<file path="config.mk">
export PLATFORM = sky130hd
export DESIGN_NAME = line_cond_detector
export DESIGN_NICKNAME = d
export VERILOG_FILES = /design/src/rtl/lcd_pkg.sv /design/src/rtl/lcd_frame_len.sv /design/src/rtl/lcd_break_track.sv /design/src/rtl/lcd_idle_track.sv /design/src/rtl/line_cond_detector.sv
export SDC_FILE = /design/constraint.sdc
export NUM_CORES = 1
export LEC_CHECK = 0
export BUFFER_PORTS_ARGS = -buffer_cell sky130_fd_sc_hd__buf_2
export CAP_MARGIN = 20
export CELL_PAD_IN_SITES_DETAIL_PLACEMENT = 2
export CELL_PAD_IN_SITES_GLOBAL_PLACEMENT = 2
export CORE_ASPECT_RATIO = 0.75
export CORE_MARGIN = 10
export CORE_UTILIZATION = 43
export CTS_CLUSTER_SIZE = 8
export DETAILED_ROUTE_END_ITERATION = 16
export GPL_TIMING_DRIVEN = 0
export PLACE_DENSITY_LB_ADDON = 0.1
export SLEW_MARGIN = 30
export SYNTH_ARGS = -nofsm -noshare
export SYNTH_HDL_FRONTEND = slang
export SYNTH_HIERARCHICAL = 1
export SYNTH_SLANG_ARGS = --single-unit
</file>
<file path="constraint.sdc">
create_clock -name clk -period 9.04 [get_ports clk]
set_input_delay 0 -clock clk [delete_from_list [all_inputs] [get_ports clk]]
set_output_delay 0 -clock clk [all_outputs]
set_load 0.005 [all_outputs]
</file>
<file path="src/rtl/lcd_pkg.sv">
package lcd_pkg;

  typedef enum logic [1:0] {
    STOP_NONE     = 2'd0,
    STOP_HALF     = 2'd1,
    STOP_ONE      = 2'd2,
    STOP_ONE_HALF = 2'd3
  } stop_sel_e;

  // Character length in half-bit units: start, data, parity, then stop halves.
  function automatic int unsigned frame_halves(int unsigned data_bits,
                                               logic par_en,
                                               logic [1:0] stop_sel);
    return 2 * (1 + data_bits + 32'(par_en)) + 32'(stop_sel);
  endfunction

  // Halves times clocks-per-bit, divided by two and rounded up.
  function automatic int unsigned halves_to_clks(int unsigned halves,
                                                 int unsigned bit_clks);
    return (halves * bit_clks + 1) >> 1;
  endfunction

endpackage

</file>
<file path="src/rtl/lcd_frame_len.sv">
module lcd_frame_len #(
  parameter int BITW_W  = 12,
  parameter int DBITS_W = 4,
  parameter int CNT_W   = 20
) (
  input  logic [BITW_W-1:0]  bit_clks_i,
  input  logic [DBITS_W-1:0] data_bits_i,
  input  logic               par_en_i,
  input  logic [1:0]         stop_sel_i,
  output logic [CNT_W-1:0]   frame_clks_o
);
  import lcd_pkg::*;

  localparam logic [63:0] CNT_MAX = (64'd1 << CNT_W) - 64'd1;

  logic [63:0] full_w;

  assign full_w = 64'(halves_to_clks(frame_halves(32'(data_bits_i), par_en_i, stop_sel_i),
                                     32'(bit_clks_i)));

  always_comb begin
    if (full_w > CNT_MAX) frame_clks_o = '1;
    else                  frame_clks_o = full_w[CNT_W-1:0];
  end

endmodule

</file>
<file path="src/rtl/lcd_break_track.sv">
module lcd_break_track #(
  parameter int CNT_W = 20
) (
  input  logic             clk,
  input  logic             rst_n,
  input  logic             level_i,
  input  logic             fall_i,
  input  logic             rise_i,
  input  logic [CNT_W-1:0] frame_clks_i,
  output logic [CNT_W-1:0] low_cnt_o,
  output logic             break_o
);
  logic             armed_q;
  logic [CNT_W-1:0] low_cnt_q;

  assign low_cnt_o = low_cnt_q;

  always_ff @(posedge clk or negedge rst_n) begin
    if (!rst_n) begin
      armed_q   <= 1'b0;
      low_cnt_q <= '0;
      break_o   <= 1'b0;
    end else begin
      break_o <= rise_i && armed_q && (low_cnt_q >= frame_clks_i);
      if (fall_i) begin
        armed_q   <= 1'b1;
        low_cnt_q <= CNT_W'(1);
      end else if (rise_i) begin
        armed_q   <= 1'b0;
      end else if (!level_i && (low_cnt_q != '1)) begin
        low_cnt_q <= low_cnt_q + CNT_W'(1);
      end
    end
  end

endmodule

</file>
<file path="src/rtl/lcd_idle_track.sv">
module lcd_idle_track #(
  parameter int CNT_W = 20
) (
  input  logic             clk,
  input  logic             rst_n,
  input  logic             level_i,
  input  logic             done_i,
  input  logic [CNT_W-1:0] age_i,
  input  logic [CNT_W-1:0] frame_clks_i,
  output logic             due_o,
  output logic             idle_o
);
  localparam logic signed [CNT_W:0] ONE = 1;

  logic                    valid_q;
  logic signed [CNT_W:0]   since_q;
  logic signed [CNT_W:0]   next_w;
  logic signed [CNT_W:0]   len_w;
  logic signed [CNT_W:0]   anchor_w;

  assign len_w    = $signed({1'b0, frame_clks_i});
  assign next_w   = since_q + ONE;
  assign anchor_w = $signed({1'b0, age_i}) - len_w;
  assign due_o    = valid_q && level_i && !done_i && (next_w >= len_w);

  always_ff @(posedge clk or negedge rst_n) begin
    if (!rst_n) begin
      valid_q <= 1'b0;
      since_q <= '0;
      idle_o  <= 1'b0;
    end else begin
      idle_o <= due_o;
      if (!level_i) begin
        valid_q <= 1'b0;
        since_q <= '0;
      end else if (done_i) begin
        valid_q <= 1'b1;
        since_q <= anchor_w;
      end else if (!valid_q) begin
        valid_q <= 1'b1;
        since_q <= '0;
      end else if (due_o) begin
        since_q <= '0;
      end else begin
        since_q <= next_w;
      end
    end
  end

endmodule

</file>
<file path="src/rtl/line_cond_detector.sv">
module line_cond_detector #(
  parameter int BITW_W  = 12,
  parameter int DBITS_W = 4,
  parameter int CNT_W   = 20
) (
  input  logic               clk,
  input  logic               rst_n,
  input  logic               line_i,
  input  logic               invert_i,
  input  logic [BITW_W-1:0]  bit_clks_i,
  input  logic [DBITS_W-1:0] data_bits_i,
  input  logic               parity_en_i,
  input  logic [1:0]         stop_sel_i,
  input  logic               frame_done_i,
  input  logic [CNT_W-1:0]   frame_age_i,
  output logic               break_o,
  output logic               idle_o
);
  logic             level_w;
  logic             level_q;
  logic             fall_w;
  logic             rise_w;
  logic             idle_due_w;
  logic [CNT_W-1:0] frame_clks_w;
  logic [CNT_W-1:0] low_cnt_w;

  assign level_w = line_i ^ invert_i;
  assign fall_w  = level_q & ~level_w;
  assign rise_w  = ~level_q & level_w;

  always_ff @(posedge clk or negedge rst_n) begin
    if (!rst_n) level_q <= 1'b1;
    else        level_q <= level_w;
  end

  lcd_frame_len #(.BITW_W(BITW_W), .DBITS_W(DBITS_W), .CNT_W(CNT_W)) u_len (
    .bit_clks_i   (bit_clks_i),
    .data_bits_i  (data_bits_i),
    .par_en_i     (parity_en_i),
    .stop_sel_i   (stop_sel_i),
    .frame_clks_o (frame_clks_w)
  );

  lcd_break_track #(.CNT_W(CNT_W)) u_brk (
    .clk          (clk),
    .rst_n        (rst_n),
    .level_i      (level_w),
    .fall_i       (fall_w),
    .rise_i       (rise_w),
    .frame_clks_i (frame_clks_w),
    .low_cnt_o    (low_cnt_w),
    .break_o      (break_o)
  );

  lcd_idle_track #(.CNT_W(CNT_W)) u_idle (
    .clk          (clk),
    .rst_n        (rst_n),
    .level_i      (level_w),
    .done_i       (frame_done_i),
    .age_i        (frame_age_i),
    .frame_clks_i (frame_clks_w),
    .due_o        (idle_due_w),
    .idle_o       (idle_o)
  );

endmodule

</file>
==> impl_metrics.py <==
metrics = {
    "outcome": {
        "status": "complete, no violations",
    },
    "worst_setup_path": {
        "ff2ff_path_depth": 14,
        "cp_slowest_cell": "fa_1",
        "worstPathRequired_ps": 9200,
        "critPathMaxStageDelay_ps": 550,
        "worstSetupPathType": "in2reg",
        "reg2reg_slack_ps": 4910,
        "cp-end-kind": "flip-flop",
        "crit_top_cell": "ha_1",
        "cp_max_fo": 10,
        "worst_setup_path_start_kind": "primary input",
        "worst_ep_arrival_time_ps": 8440,
    },
    "logic_synthesis": {
        "postSynth.asyncResetShare_pct": 100,
        "synthCells": 889,
        "syn-mean-instance-area_um2": 8.62,
        "synth_warnings": 6,
        "synth_cell_types": 80,
        "yosysTopAreaCellShare_pct": 19.1,
        "ys_seq_area_share_pct": 15.0,
        "synth_edf_count": 0,
        "synth_ff_type": "dfrtp_1",
        "synth_area_leader_cell": "ha_1",
        "syn_area_um2": 7670,
        "synth_seq_cells": 46,
        "yosys-top-cells-area": "ha_1, dfrtp_1, fa_1",
    },
    "final_layout": {
        "nets": 1165,
        "insertedDiodeCount": 0,
        "final_layout_size_suffix_gt1_share_pct": 9.33,
        "synthToLayoutAreaGrowth_pct": 9.48,
        "fill_cells": 1985,
        "fin_util_pct": 47.8,
    },
    "floorplan": {
        "core_area_um2": 17600,
        "die_y_um": 136,
        "num_rows": 42,
        "chipWidth_um": 174,
        "pin_count": 46,
        "start_util_pct": 43.7,
        "dieArea_um2": 23600,
    },
    "global_routing": {
        "overflow": 0,
        "grt.total_usage_pct": 22.9,
        "antenna_found_initial": 0,
        "grt_pass1_wl_um": 43400,
        "grt_pass1_vias": 7892,
        "grt_max_degree": 47,
    },
    "sta": {
        "finalCritPeriodShare_pct": 91.6,
        "finalHoldViolations": 0,
        "fin_ws_ps": 756,
        "maxSlewViolCount": 0,
        "setup_tns_ps": 0,
        "skew_ps": 9.64,
        "rsz0062_at_grt": "no",
        "min_period_ps": 8280,
        "timing.slew.headroom_pct": 26.7,
        "clock.fmax_ghz": 0.121,
        "tightest_slew_ps": 1090,
        "setup_viol": 0,
    },
    "place": {
        "port_buffers": 44,
        "dp_hpwl_um": 22600,
        "place.gp.congestion": 0.880,
        "dpl_worst_slack_ps": 516,
    },
    "detailed_routing": {
        "vias_per_cell": 5.64,
        "drc": 0,
        "drtIter0Drc": 332,
        "first_pass_iters": 4,
        "wirelength_um": 26500,
        "vias": 6746,
        "wl_per_cell_um": 22.1,
        "ant_nets": 0,
    },
    "job": {
        "max-cap-violations": 0,
    },
    "cts": {
        "h-tree-depth": 2,
        "clk_pin_slew_ps": 70,
        "cts_root_buf": "clkbuf_16",
        "insertion_delay_ps": 300,
        "tritoncts": "yes",
        "cts.sinks": 46,
        "clk_path_buf_depth": 2,
        "cts-buffers-inserted": 5,
    },
    "worst_hold_path": {
        "hold_path_class": "in2reg",
        "hold_depth": 4,
    },
}
[critical path, delay by kind of cell]
| kind | cells | cell delay, ps |
|---|---|---|
| buffers and inverters | 8 | 1070 |
| adders and majority gates | 9 | 3140 |
| AOI/OAI and AO/OA | 12 | 3360 |
| xor gates and xnor gates | 1 | 370 |
| and+or+nand+nor | 3 | 480 |
[kinds of logic (layout without fill, tap and decap cells)]
kind of cell / count (synthesis) / in the layout / share of synthesized area, %
AND/OR/NAND/NOR: 293 / 293 / 21.7
AO/OA/AOI/OAI: 157 / 157 / 14.8
buffers and inverters: 151 / 204 / 7.44
other: 1 / 13 / 0.0489
XOR/XNOR: 64 / 64 / 7.31
adder cells (fa/ha/maj): 168 / 168 / 32.4
multiplexers: 9 / 9 / 1.26
flip-flops: 46 / 46 / 15.0
[routing by layer]
metal	GRT usage (%)	vias to the layer above	part of all wire, %	wire [um]
met2	40.3	106	49	12900
met1	30.0	3462	47	12400
li1	-	3156	-	-
met5	0	-	0	0
met4	3.69	0	1.1	297
met3	2.53	22	3.2	852
[per-stage QoR]
stage                     instances  area [um2]  hold slack (ps)
final                          1196        8390             68.5
after floorplan                 901        7710             -296
after detailed placement       1187        8240             69.2
after global placement         1187        8240              252
after CTS                      1196        8390             69.2
after global routing           1196        8390              106
[layout make-up]
cell class              instances  area (um2)  share of cell area, %
multi-input cells             704        5990                   71.4
clock buffers                   5         125                   1.49
plain buffers                  23        90.1                   1.07
repair buffers                 45         233                   2.77
well taps                     242         303                   3.61
inverters                     128         480                   5.72
clock inverters                 3        21.3                  0.253
flip-flops and latches         46        1150                   13.7
[cell usage after synthesis, drive strengths merged, types with 2 or more instances]
cell	n
a21oi	51
a21boi	4
nand2b	9
a2111oi	5
buf	3
and4	7
a21o	15
a211oi	7
xor2	19
nor2b	33
a41o	6
o41ai	2
nand2	41
dfrtp	45
a31o	3
o21ai	18
o221ai	2
or2	3
nor2	53
mux2i	4
o21bai	2
ha	117
a31oi	12
nand3	27
mux2	5
and3	8
nor3b	7
o211ai	4
clkbuf	20
fa	51
a22oi	3
xnor2	45
o21a	4
or3	6
inv	128
nor3	10
nand4	27
o22ai	8
a221oi	2
nor4	6
and2	54
o31ai	4
[cells in the final DEF (no fill, tap or decap), types with 8 or more instances in the layout]
| cell | instances |
|---|---|
| conb_1 | 13 |
| xor2_1 | 19 |
| and3_1 | 8 |
| clkbuf_1 | 20 |
| o22ai_1 | 8 |
| nand4_1 | 24 |
| and2_1 | 52 |
| a21o_1 | 15 |
| nor3_1 | 9 |
| o21ai_0 | 9 |
| o21ai_1 | 8 |
| a21oi_1 | 50 |
| nor2_1 | 52 |
| nand3_1 | 25 |
| a31oi_1 | 11 |
| inv_1 | 127 |
| xnor2_1 | 45 |
| dfrtp_1 | 45 |
| ha_1 | 117 |
| nand2_1 | 41 |
| nor2b_1 | 33 |
| nand2b_1 | 9 |
| buf_2 | 46 |
| fa_1 | 51 |
[flip-flops by register name (all words and copies together) (netlist names)]
| signal | count |
|---|---|
| u_brk/armed_q | 1 |
| level_q | 1 |
| u_idle/valid_q | 1 |
| u_idle/since_q | 21 |
| u_idle/idle_o | 1 |
| u_brk/break_o | 1 |
| u_brk/low_cnt_o | 20 |
[final timing paths]
| kind | startpoint | end |
|---|---|---|
| setup / recovery | data_bits_i[0] | u_idle/since_q[18] |
| hold / removal | frame_age_i[0] | u_idle/since_q[0] |
| setup reg to reg | u_idle/since_q[0] | u_idle/since_q[18] |
| hold reg to reg | u_brk/armed_q | u_brk/armed_q |
| max in group asynchronous | rst_n | u_brk/low_cnt_o[2] |
| min in group asynchronous | rst_n | u_idle/since_q[12] |
[what timing repair did]
item                      in CTS  in global routing
resized for setup              0                  0
setup buffers                  0                  0
hold endpoints to repair      45                  0
hold buffers                   1                  0
Power is left out: the tool's default activity adds up to more than one toggle a clock period on the data nets, which glitch-free logic cannot reach.
